## src/rtl/pwp_pkg.sv

```systemverilog
package pwp_pkg;

  typedef enum logic {
    LBL_NOT_CONSUMED = 1'b0,
    LBL_CONSUMED     = 1'b1
  } pwp_label_e;

endpackage

```

## src/rtl/pwp_weight_bank.sv

```systemverilog
module pwp_weight_bank
  import pwp_pkg::*;
#(
  parameter int N_ENT    = 16,
  parameter int HIST_LEN = 8,
  parameter int WEIGHT_W = 6,
  parameter int IDX_W    = 4
) (
  input  logic                         clk,
  input  logic                         rst_n,
  input  logic                         train_valid,
  input  logic [IDX_W-1:0]             train_idx,
  input  pwp_label_e                   train_label,
  input  logic [HIST_LEN-1:0]          train_hist,
  input  logic [IDX_W-1:0]             rd_idx,
  output logic [HIST_LEN*WEIGHT_W-1:0] rd_weights
);

  localparam int MAXW = (2 ** (WEIGHT_W - 1)) - 1;
  localparam int MINW = -(2 ** (WEIGHT_W - 1));

  logic [WEIGHT_W-1:0] w_q   [N_ENT][HIST_LEN];
  logic [WEIGHT_W-1:0] upd_row [HIST_LEN];

  // Next-state: one saturating learning step on the row being trained
  for (genvar i = 0; i < HIST_LEN; i++) begin : g_step
    always_comb begin
      int cur;
      int nxt;
      cur = int'($signed(w_q[train_idx][i]));
      if ((train_label == LBL_CONSUMED) == train_hist[i]) nxt = cur + 1;
      else                                                nxt = cur - 1;
      if (nxt > MAXW) nxt = MAXW;
      if (nxt < MINW) nxt = MINW;
      upd_row[i] = nxt[WEIGHT_W-1:0];
    end

    // Read port forwards a same-cycle step on the same row
    assign rd_weights[i*WEIGHT_W +: WEIGHT_W] =
      (train_valid && (train_idx == rd_idx)) ? upd_row[i] : w_q[rd_idx][i];
  end

  // Register process with explicit row enable
  always_ff @(posedge clk or negedge rst_n) begin
    if (!rst_n) begin
      for (int e = 0; e < N_ENT; e++)
        for (int i = 0; i < HIST_LEN; i++)
          w_q[e][i] <= '0;
    end else if (train_valid) begin
      for (int i = 0; i < HIST_LEN; i++)
        w_q[train_idx][i] <= upd_row[i];
    end
  end

  for (genvar i = 0; i < HIST_LEN; i++) begin : g_chk
    // one learning step moves a weight by at most one
    a_r6_unit_step: assert property (@(posedge clk) disable iff (!rst_n)
      train_valid |=>
        ((int'($signed(w_q[$past(train_idx)][i])) - int'($past($signed(w_q[train_idx][i])))) <= 1) &&
        ((int'($signed(w_q[$past(train_idx)][i])) - int'($past($signed(w_q[train_idx][i])))) >= -1));
    // a weight at the top limit never wraps to the bottom
    a_r7_no_wrap_hi: assert property (@(posedge clk) disable iff (!rst_n)
      (train_valid && (int'($signed(w_q[train_idx][i])) == MAXW)) |=>
        (int'($signed(w_q[$past(train_idx)][i])) >= MAXW - 1));
    // a weight at the bottom limit never wraps to the top
    a_r7_no_wrap_lo: assert property (@(posedge clk) disable iff (!rst_n)
      (train_valid && (int'($signed(w_q[train_idx][i])) == MINW)) |=>
        (int'($signed(w_q[$past(train_idx)][i])) <= MINW + 1));
  end

endmodule

```

## src/rtl/pwp_dot.sv

```systemverilog
module pwp_dot #(
  parameter int HIST_LEN = 8,
  parameter int WEIGHT_W = 6
) (
  input  logic [HIST_LEN-1:0]          hist,
  input  logic [HIST_LEN*WEIGHT_W-1:0] weights,
  output logic                         push
);

  localparam int SUM_W = WEIGHT_W + $clog2(HIST_LEN) + 2;

  logic signed [SUM_W-1:0] acc;

  always_comb begin
    logic signed [SUM_W-1:0] term;
    acc = '0;
    for (int i = 0; i < HIST_LEN; i++) begin
      term = SUM_W'($signed(weights[i*WEIGHT_W +: WEIGHT_W]));
      if (hist[i]) acc = acc + term;
      else         acc = acc - term;
    end
    push = (acc > 0);
  end

endmodule

```

## src/rtl/pwp_tracker.sv

```systemverilog
module pwp_tracker
  import pwp_pkg::*;
#(
  parameter int N_ENT    = 16,
  parameter int HIST_LEN = 8,
  parameter int NODE_W   = 4,
  parameter int IDX_W    = 4
) (
  input  logic                clk,
  input  logic                rst_n,
  input  logic                acc_valid,
  input  logic                acc_is_write,
  input  logic [IDX_W-1:0]    acc_block,
  input  logic [NODE_W-1:0]   acc_node,
  input  logic                new_pred,
  output logic [HIST_LEN-1:0] cur_hist,
  output logic                train_valid,
  output logic [IDX_W-1:0]    train_idx,
  output pwp_label_e          train_label,
  output logic [HIST_LEN-1:0] train_hist
);

  logic [HIST_LEN-1:0] hist_q  [N_ENT];
  logic [HIST_LEN-1:0] snap_q  [N_ENT];
  logic [NODE_W-1:0]   owner_q [N_ENT];
  logic [N_ENT-1:0]    pend_q;
  logic [N_ENT-1:0]    pred_q;

  logic                settle;
  pwp_label_e          label;
  logic                mispred;
  logic [HIST_LEN-1:0] hist_nx;
  logic                pend_nx;

  assign cur_hist = hist_q[acc_block];

  // Next-state logic for the addressed entry
  always_comb begin
    settle  = acc_valid && pend_q[acc_block] &&
              (acc_is_write || (acc_node != owner_q[acc_block]));
    label   = acc_is_write ? LBL_NOT_CONSUMED : LBL_CONSUMED;
    mispred = settle && (pred_q[acc_block] != (label == LBL_CONSUMED));
    hist_nx = {hist_q[acc_block][HIST_LEN-2:0], acc_is_write};
    if (acc_is_write) pend_nx = 1'b1;
    else if (settle)  pend_nx = 1'b0;
    else              pend_nx = pend_q[acc_block];
  end

  // Entry state registers
  always_ff @(posedge clk or negedge rst_n) begin
    if (!rst_n) begin
      for (int e = 0; e < N_ENT; e++) begin
        hist_q[e]  <= '0;
        snap_q[e]  <= '0;
        owner_q[e] <= '0;
      end
      pend_q <= '0;
      pred_q <= '0;
    end else if (acc_valid) begin
      hist_q[acc_block] <= hist_nx;
      pend_q[acc_block] <= pend_nx;
      if (acc_is_write) begin
        pred_q[acc_block]  <= new_pred;
        snap_q[acc_block]  <= hist_q[acc_block];
        owner_q[acc_block] <= acc_node;
      end
    end
  end

  // Learning request register, one cycle after settlement
  always_ff @(posedge clk or negedge rst_n) begin
    if (!rst_n) begin
      train_valid <= 1'b0;
      train_idx   <= '0;
      train_label <= LBL_NOT_CONSUMED;
      train_hist  <= '0;
    end else begin
      train_valid <= mispred;
      if (mispred) begin
        train_idx   <= acc_block;
        train_label <= label;
        train_hist  <= snap_q[acc_block];
      end
    end
  end

  // newest history bit records the access kind
  a_r4_hist_shift: assert property (@(posedge clk) disable iff (!rst_n)
    acc_valid |=> (hist_q[$past(acc_block)][0] == $past(acc_is_write)));
  // a read by the last writer leaves the prediction pending
  a_r5_own_read_keeps: assert property (@(posedge clk) disable iff (!rst_n)
    (acc_valid && !acc_is_write && pend_q[acc_block] && (acc_node == owner_q[acc_block]))
      |=> pend_q[$past(acc_block)]);
  // a remote read closes the pending prediction
  a_r5_remote_read_settles: assert property (@(posedge clk) disable iff (!rst_n)
    (acc_valid && !acc_is_write && (acc_node != owner_q[acc_block]))
      |=> !pend_q[$past(acc_block)]);
  // no learning request without a settled prediction the cycle before
  a_r6_train_needs_settle: assert property (@(posedge clk) disable iff (!rst_n)
    train_valid |-> $past(acc_valid && pend_q[acc_block]));

endmodule

```

## src/rtl/pwp_write_push_predictor.sv

```systemverilog
module pwp_write_push_predictor
  import pwp_pkg::*;
#(
  parameter int N_ENT    = 16,
  parameter int HIST_LEN = 8,
  parameter int WEIGHT_W = 6,
  parameter int NODE_W   = 4,
  localparam int IDX_W   = (N_ENT > 1) ? $clog2(N_ENT) : 1
) (
  input  logic              clk,
  input  logic              rst_n,
  input  logic              acc_valid,
  input  logic              acc_is_write,
  input  logic [IDX_W-1:0]  acc_block,
  input  logic [NODE_W-1:0] acc_node,
  output logic              dec_valid,
  output logic              dec_push,
  output logic [IDX_W-1:0]  dec_block,
  output logic [NODE_W-1:0] dec_writer,
  output logic              push_req,
  output logic              downgrade_req
);

  logic [HIST_LEN-1:0]          cur_hist;
  logic [HIST_LEN*WEIGHT_W-1:0] cur_weights;
  logic                         pred_push;
  logic                         train_valid;
  logic [IDX_W-1:0]             train_idx;
  pwp_label_e                   train_label;
  logic [HIST_LEN-1:0]          train_hist;
  logic                         wr_now;

  assign wr_now = acc_valid && acc_is_write;

  pwp_tracker #(
    .N_ENT(N_ENT), .HIST_LEN(HIST_LEN), .NODE_W(NODE_W), .IDX_W(IDX_W)
  ) u_tracker (
    .clk(clk), .rst_n(rst_n),
    .acc_valid(acc_valid), .acc_is_write(acc_is_write),
    .acc_block(acc_block), .acc_node(acc_node),
    .new_pred(pred_push), .cur_hist(cur_hist),
    .train_valid(train_valid), .train_idx(train_idx),
    .train_label(train_label), .train_hist(train_hist)
  );

  pwp_weight_bank #(
    .N_ENT(N_ENT), .HIST_LEN(HIST_LEN), .WEIGHT_W(WEIGHT_W), .IDX_W(IDX_W)
  ) u_weights (
    .clk(clk), .rst_n(rst_n),
    .train_valid(train_valid), .train_idx(train_idx),
    .train_label(train_label), .train_hist(train_hist),
    .rd_idx(acc_block), .rd_weights(cur_weights)
  );

  pwp_dot #(
    .HIST_LEN(HIST_LEN), .WEIGHT_W(WEIGHT_W)
  ) u_dot (
    .hist(cur_hist), .weights(cur_weights), .push(pred_push)
  );

  // Decision register
  always_ff @(posedge clk or negedge rst_n) begin
    if (!rst_n) begin
      dec_valid  <= 1'b0;
      dec_push   <= 1'b0;
      dec_block  <= '0;
      dec_writer <= '0;
    end else begin
      dec_valid <= wr_now;
      if (wr_now) begin
        dec_push   <= pred_push;
        dec_block  <= acc_block;
        dec_writer <= acc_node;
      end
    end
  end

  assign push_req      = dec_valid && dec_push;
  assign downgrade_req = dec_valid && dec_push;

  // every write yields a decision next cycle
  a_r2_write_decides: assert property (@(posedge clk) disable iff (!rst_n)
    wr_now |=> (dec_valid && (dec_block == $past(acc_block)) && (dec_writer == $past(acc_node))));
  // no decision without a write
  a_r2_read_silent: assert property (@(posedge clk) disable iff (!rst_n)
    !wr_now |=> !dec_valid);
  // an entry never trained since reset cannot be pushed
  a_r1_zero_state_no_push: assert property (@(posedge clk) disable iff (!rst_n)
    (wr_now && (cur_weights == '0)) |=> !push_req);

endmodule

```

## config.mk

```make
export PLATFORM = sky130hd
export DESIGN_NAME = pwp_write_push_predictor
export DESIGN_NICKNAME = d
export VERILOG_FILES = /design/src/rtl/pwp_pkg.sv /design/src/rtl/pwp_weight_bank.sv /design/src/rtl/pwp_dot.sv /design/src/rtl/pwp_tracker.sv /design/src/rtl/pwp_write_push_predictor.sv
export SDC_FILE = /design/constraint.sdc
export NUM_CORES = 2
export LEC_CHECK = 0
export BUFFER_PORTS_ARGS = -buffer_cell sky130_fd_sc_hd__buf_4
export CAP_MARGIN = 10
export CORE_ASPECT_RATIO = 1.4
export CORE_MARGIN = 5
export CORE_UTILIZATION = 50
export CTS_CLUSTER_SIZE = 28
export DETAILED_ROUTE_END_ITERATION = 8
export PLACE_DENSITY = 0.77
export SYNTH_ARGS = -nofsm -noshare
export SYNTH_HDL_FRONTEND = slang
export SYNTH_HIERARCHICAL = 1
export SYNTH_SLANG_ARGS = --single-unit
```

## constraint.sdc

```tcl
create_clock -name clk -period 33.9 [get_ports clk]
set_clock_uncertainty 0.05 [all_clocks]
set_input_delay 3.39 -clock clk [delete_from_list [all_inputs] [get_ports clk]]
set_output_delay 3.39 -clock clk [all_outputs]
set_load 0.02 [all_outputs]
```

# [Word level (Yosys, flattened, before mapping)]
# Index checks and enable logic that the tools add are counted.
[word_totals] ff_bits=1144 mem_bits_rw=0 mem_count=0 latchBits=0 out_inout_bits=12 rom_bits=0
[classes] eq_ne=11 n_mux=97 n_addsub=31 n_div=0 shifts=0 n_bitwise=2 magnitude_cmp=23 n_reduce_logical=11 n_mul=0
[ops] operator="$bwmux W768" n=8
[ops] operator="$demux W48 S4" n=8
[ops] operator="$mux W32" n=16
[ops] operator="$bmux W48 S4" n=2
[ops] operator="$bwmux W128" n=2
[ops] operator="$gt A32 B6 Y1 const B" n=8
[ops] operator="$lt A32 B6 Y1 const B" n=8
[ops] operator="$mux W48" n=5
[ops] operator="$mux W6" n=17
[ops] operator="$mux W11" n=8
[ops] operator="$add A11 B6 Y11" n=7
[ops] operator="$sub A11 B6 Y11" n=7
[ops] operator="$bmux W8 S4" n=2
[ops] operator="$bwmux W64" n=1
[ops] operator="$add A6 B2 Y7 const B" n=8
[ops] operator="$sub A6 B2 Y7 const B" n=8
[ops] operator="$mux W42" n=1
[ops] operator="$mux W8" n=5
[ops] operator="$mux W36" n=1
[ops] operator="$bwmux W16" n=2
[ops] operator="$demux W8 S4" n=1
[ops] operator="$mux W30" n=1
[ops] operator="$mux W24" n=1
[ops] operator="$mux W18" n=1
[ops] operator="other kinds (21)" n=47

# [Depth between registers and ports, before layout]
[logic_depth] word_depth=29 mapped_depth=65 depth_no_buf=60

# [By module]
# The synthesis kept the hierarchy.
[modules_own_cells] module="pwp_weight_bank" area_per_inst_um2=41850.1 seq_area_each_um2=19218.4 instances=1 cells_each=3575
[modules_own_cells] module="pwp_tracker" area_per_inst_um2=16759.8 seq_area_each_um2=9158.8 instances=1 cells_each=1218
[modules_own_cells] module="pwp_dot" area_per_inst_um2=4184.0 seq_area_each_um2=0.0 instances=1 cells_each=535
[modules_own_cells] module="pwp_write_push_predictor" area_per_inst_um2=380.4 seq_area_each_um2=250.2 instances=1 cells_each=23

# [Least setup slack after synthesis]
# No wires, ideal clock.
[synth_path] path_kind="input to register" start="in acc_block[0]" end="reg u_tracker.pred_q[9]" path_stages=50 arrival_ps=14412 setup_slack_ps=19310 t_required_ps=33722 setup_time_ps=128 n_path_buf=5 path_cell_list="clkbuf_1 -> buf_2 -> buf_1 -> buf_1 -> mux4_2 -> mux2i_1 -> nand2_1 -> o211ai_1 -> o21ai_0 -> inv_1 -> ha_1 -> mux2_2 -> ha_1 -> a21o_1 -> a21oi_1 -> o21bai_1 -> a21oi_1 -> o21bai_1 -> [14 not listed] -> ha_1 -> or4b_2 -> o2111ai_1 -> ha_1 -> or4b_2 -> nand3_1 -> ha_1 -> or4b_2 -> o2111ai_1 -> ha_1 -> a21o_1 -> a41oi_1 -> xor2_1 -> xnor2_1 -> xnor3_1 -> o31a_1 -> clkbuf_1 -> mux2_1"
[synth_via] word_cells_on_any_way=47 cone_classes="15 x add/sub; 3 x order compare; 1 x eq/ne; 25 x mux; 1 x bitwise; 2 x reduce/logical"
[synth_rtl] element="from (decl)" line_no="pwp_write_push_predictor.sv:14" source="input logic [IDX_W-1:0] acc_block,"
[synth_rtl] element="$not A4 Y5 (not written as such)" line_no="pwp_weight_bank.sv:40" source="(train_valid && (train_idx == rd_idx)) ? upd_row[i] : w_q[rd_idx][i];"
[synth_rtl] element="$bmux W48 S4" line_no="pwp_weight_bank.sv:40"
[synth_rtl] element="$mux W48 (not written as such) (2 in a row)" line_no="pwp_weight_bank.sv:40"
[synth_rtl] element="$mux W6 *" line_no="pwp_weight_bank.sv:40"
[synth_rtl] element="net cur_weights[6]" line_no="pwp_write_push_predictor.sv:25" source="logic [HIST_LEN*WEIGHT_W-1:0] cur_weights;"
[synth_rtl] element="$sub A11 B6 Y11 or $add A11 B6 Y11 (tied branches)" line_no="pwp_dot.sv:20, pwp_dot.sv:19"
[synth_rtl] element="$mux W11 *" line_no="pwp_dot.sv:19" source="if (hist[i]) acc = acc + term;"
[synth_rtl] element="$sub A11 B6 Y11 or $add A11 B6 Y11 (tied branches)" line_no="pwp_dot.sv:20, pwp_dot.sv:19"
[synth_rtl] element="[6 not listed]"
[synth_rtl] element="$mux W11 *" line_no="pwp_dot.sv:19"
[synth_rtl] element="$sub A11 B6 Y11 or $add A11 B6 Y11 (tied branches)" line_no="pwp_dot.sv:20, pwp_dot.sv:19"
[synth_rtl] element="$mux W11 *" line_no="pwp_dot.sv:19"
[synth_rtl] element="$sub A11 B6 Y11 or $add A11 B6 Y11 (tied branches)" line_no="pwp_dot.sv:20, pwp_dot.sv:19"
[synth_rtl] element="$mux W11 *" line_no="pwp_dot.sv:19"
[synth_rtl] element="$gt A11 B1 Y1 *" line_no="pwp_dot.sv:22" source="push = (acc > 0);"
[synth_rtl] element="net pred_push" line_no="pwp_write_push_predictor.sv:26" source="logic pred_push;"
[synth_rtl] element="$bwmux W16 *" line_no="pwp_tracker.sv:63" source="pred_q[acc_block] <= new_pred;"
[synth_rtl] element="to (signal, indexed assignment)" line_no="pwp_tracker.sv:63"
[synth_rtl] element="to (decl)" line_no="pwp_tracker.sv:27" source="logic [N_ENT-1:0] pred_q;"
# The timed path passes the listed nets; every way through them passes the cells marked *. The select of a mux whose other input is x is not followed.
# A chain may end at the register's enable or synchronous reset.

# [Worst setup path in the final report]
[layout_path] start="reg u_tracker.train_idx[0]" end="reg u_tracker.pred_q[10]"
[layout_via] word_cells_on_any_way=95 cone_classes="31 x add/sub; 17 x order compare; 1 x eq/ne; 44 x mux; 1 x bitwise; 1 x reduce/logical"
[layout_rtl] element="from (decl)" line_no="pwp_tracker.sv:18" source="output logic [IDX_W-1:0] train_idx,"
[layout_rtl] element="from (signal assigned)" line_no="pwp_tracker.sv:80" source="train_idx <= acc_block;"
[layout_rtl] element="$not A4 Y5 (not written as such)" line_no="pwp_weight_bank.sv:30" source="cur = int'($signed(w_q[train_idx][i]));"
[layout_rtl] element="$bmux W48 S4" line_no="pwp_weight_bank.sv:30"
[layout_rtl] element="$mux W48 (not written as such) (2 in a row)" line_no="pwp_weight_bank.sv:30"
[layout_rtl] element="$sub A6 B2 Y7 or $add A6 B2 Y7 (tied branches)" line_no="pwp_weight_bank.sv:32, pwp_weight_bank.sv:31"
[layout_rtl] element="$mux W32" line_no="pwp_weight_bank.sv:31" source="if ((train_label == LBL_CONSUMED) == train_hist[i]) nxt = cur + 1;"
[layout_rtl] element="$gt A32 B6 Y1" line_no="pwp_weight_bank.sv:33" source="if (nxt > MAXW) nxt = MAXW;"
[layout_rtl] element="$mux W32" line_no="pwp_weight_bank.sv:33"
[layout_rtl] element="$lt A32 B6 Y1" line_no="pwp_weight_bank.sv:34" source="if (nxt < MINW) nxt = MINW;"
[layout_rtl] element="[2 not listed]"
[layout_rtl] element="net cur_weights[7]" line_no="pwp_write_push_predictor.sv:25"
[layout_rtl] element="[9 not listed]"
[layout_rtl] element="$mux W11 *" line_no="pwp_dot.sv:19"
[layout_rtl] element="$sub A11 B6 Y11 or $add A11 B6 Y11 (tied branches)" line_no="pwp_dot.sv:20, pwp_dot.sv:19"
[layout_rtl] element="$mux W11 *" line_no="pwp_dot.sv:19"
[layout_rtl] element="$sub A11 B6 Y11 or $add A11 B6 Y11 (tied branches)" line_no="pwp_dot.sv:20, pwp_dot.sv:19"
[layout_rtl] element="$mux W11 *" line_no="pwp_dot.sv:19"
[layout_rtl] element="$gt A11 B1 Y1 *" line_no="pwp_dot.sv:22"
[layout_rtl] element="net pred_push" line_no="pwp_write_push_predictor.sv:26"
[layout_rtl] element="$bwmux W16 *" line_no="pwp_tracker.sv:63"
# Marks and branches as above.

==> flow_summary.yaml <==
status:
  status: "completed"
clocking:
  cts_sinks: 1144
  clk_latency_ns: 0.73
  cts_tree: "yes"
  cts_root_buffer: "clkbuf_16"
  ctsLongestPathBuffers: 3
  cts.repair.resized: 0
  cts_made_buffers: 103
  hold_buffers: 0
  ctsHtreeMaxLevel: 3
  cts.clk_slew.worst_paths_ns: 0.06
  postCtsSetupRepairBufs: 0
global_route:
  grt_max_degree: 189
  grt_overflow: 0
  antenna_found_initial: 2
  grt_pass1_vias: 46900
  groute.usage.overall_pct: 25.8
  grt_pass1_wl_mm: 270
drt:
  viasPerCell: 6.54
  avgRoutedWirePerCell_um: 25.0
  via_count: 45000
  ant_nets: 0
  dr.pass1.iters: 6
  routed_wl_mm: 172
  drtIter0Drc: 4949
  drc: 0
sta:
  finalMaxSlewViolations: 0
  worst_pin_slew_ns: 1.29
  finalSetupViolations: 0
  period_share_pct: 47.3
  fmax_mhz: 62.3
  tns_ns: 0
  maxSlewHeadroom_pct: 13.7
  hold_viol_final: 0
  grt_setup_unrepaired: "no"
  fin_crit_ns: 16.05
floorplanning:
  num_io_pins: 24
  die_h_um: 431
  fp-row-count: 154
  initial_utilization_pct: 50.3
  die_w_um: 310
  dieArea_mm2: 0.134
  coreArea_mm2: 0.126
critical_path:
  cp_max_fo: 49
  r2r_cells: 51
  cp_common_cell: "ha_1"
  cp_data_required_time_ns: 34.51
  startpoint: "u_tracker/train_idx[0]"
  cp-start-kind: "flop"
  critPathSlowestCell: "a21oi_1"
  r2r-start: "u_tracker/train_idx[0]"
  crit_path_end: "u_tracker/pred_q[10]"
  crit_path_end_kind: "flop"
  worstPathArrival_ns: 16.66
  critPathMaxStageDelay_ns: 0.95
  reg2reg_slack_ns: 17.85
  r2r-end: "u_tracker/pred_q[10]"
  path_class: "flop to flop"
yosys:
  yosysMostFrequentCell: "dfrtp_1"
  yosysSeqAreaShare_pct: 45.3
  synthCells: 5351
  yosys_warnings: 6
  synth_edf_count: 0
  syn_avg_cell_area_um2: 11.8
  ys.flop_type: "dfrtp_1"
  syn-cell-area_mm2: 0.0632
  ys_seq_elements: 1144
  synth_nets: 5497
  synth.top_cell.area_share_pct: 45.3
  async_flop_share_pct: 100
  synth_area_leaders: "dfrtp_1 45%, mux4_2 19%, mux2_2 7.1%"
  yosysTopAreaCell: "dfrtp_1"
  synth_cell_type_count: 106
  synth_common_cells: "1144 x dfrtp_1, 1020 x nand2_1, 740 x o21ai_0"
final_layout:
  seqCellArea_mm2: 0.0286
  nets: 5307
  syn2layout_area_growth_pct: 8.09
  drive_gt1_share_pct: 25.5
  multiInputGateArea_mm2: 0.0326
  fillers: 10100
place:
  gp_congestion: 0.920
  hpwl_mm: 104
  portBuffers: 23
min_path:
  hp-class: "flop to flop"
flow_run:
  maxCapViolations: 0
-- critical path, delay by kind of cell (launching register included) --
family / cells / cell delay, ns
AOI/OAI and AO/OA: 19 / 4.65
and+or+nand+nor: 10 / 2.78
DFF: 1 / 0.73
buffers and inverters: 5 / 2.05
muxes: 5 / 2.08
xor gates and xnor gates: 3 / 0.59
adders and majority gates: 9 / 2.93
-- kinds of logic (layout without fill, tap and decap cells) --
| kind of cell | after synthesis | after routing | share of synthesized area [%] |
|---|---|---|---|
| compound gates | 1085 | 1085 | 9.77 |
| mux | 1019 | 1019 | 27.8 |
| xor+xnor | 124 | 124 | 1.81 |
| other cells | 0 | 1 | 0 |
| fa+ha+maj | 138 | 138 | 2.90 |
| buf+inv | 486 | 378 | 3.32 |
| flops | 1144 | 1144 | 45.3 |
| simple gates | 1355 | 1355 | 9.08 |
-- layer usage --
metal	vias up	wire [µm]	track usage, %
met1	23200	62200	31.8
met2	2117	86000	43.5
met4	0	10100	13.4
li1	19100	-	-
met3	566	13700	4.94
met5	-	0	0
-- worst min path at each step --
stage	from	to	slack, ns	depth (start not counted)
final	u_tracker/hist_q[47]	u_tracker/hist_q[47]	0.42	2
after global routing	u_tracker/hist_q[104]	u_tracker/hist_q[104]	0.44	2
after CTS	u_tracker/hist_q[42]	u_tracker/hist_q[42]	0.43	2
after detailed placement	u_tracker/hist_q[42]	u_tracker/hist_q[42]	0.41	2
after global placement	u_tracker/hist_q[35]	u_tracker/hist_q[35]	0.40	2
after floorplan	u_tracker/hist_q[10]	u_tracker/hist_q[10]	0.39	2
-- state kept, by name (all words and copies together) (netlist names), 4 cells and up --
signal and cells:
dec_block 4, dec_writer 4, u_tracker/hist_q 128, u_tracker/owner_q 64, u_tracker/pend_q 16, u_tracker/pred_q 16
u_tracker/snap_q 128, u_tracker/train_hist 8, u_tracker/train_idx 4, u_weights/w_q 768
-- cell usage in the layout (no fill, tap or decap), types with 14 or more instances in the layout --
master / n
dfrtp_1: 1140
o211ai_1: 14
mux2_2: 400
o31ai_1: 16
inv_1: 76
mux2i_1: 59
nor3_1: 31
fa_1: 15
xor2_1: 68
clkbuf_16: 104
nand2b_1: 23
o21bai_1: 19
o21ai_0: 740
nor2_1: 112
a21oi_1: 117
nor2b_1: 24
nand2_1: 1008
xnor2_1: 51
ha_1: 119
a21o_1: 31
clkinv_2: 14
buf_4: 103
a22oi_1: 17
nand3_1: 35
clkbuf_8: 27
bufinv_16: 16
o21ai_1: 22
mux4_2: 537
-- layout make-up --
cell class | count | share of cell area, %
inverters | 78 | 0.429
multi-input cells | 3721 | 47.8
diodes | 1 | 0.00366
repair buffers | 113 | 1.37
flip-flops and latches | 1144 | 41.9
well taps | 1638 | 3.00
clock inverters | 48 | 1.08
clock buffers | 139 | 4.40
-- stage by stage --
step	util, %	area [µm²]	std cells	hold slack, ns	worst slack, ns
after CTS	54.3	68300	6879	0.425	18.02
final	54.4	68300	6882	0.424	17.85
after detailed placement	51.4	64500	6692	0.409	17.84
after floorplan	-	63200	5351	0.391	19.31
after global placement	51.4	64500	6691	0.404	18.00
after global routing	54.4	68300	6881	0.442	16.79
Power is not shown: default switching activity piles up to over one toggle a cycle in this logic, so the estimate is an artifact.
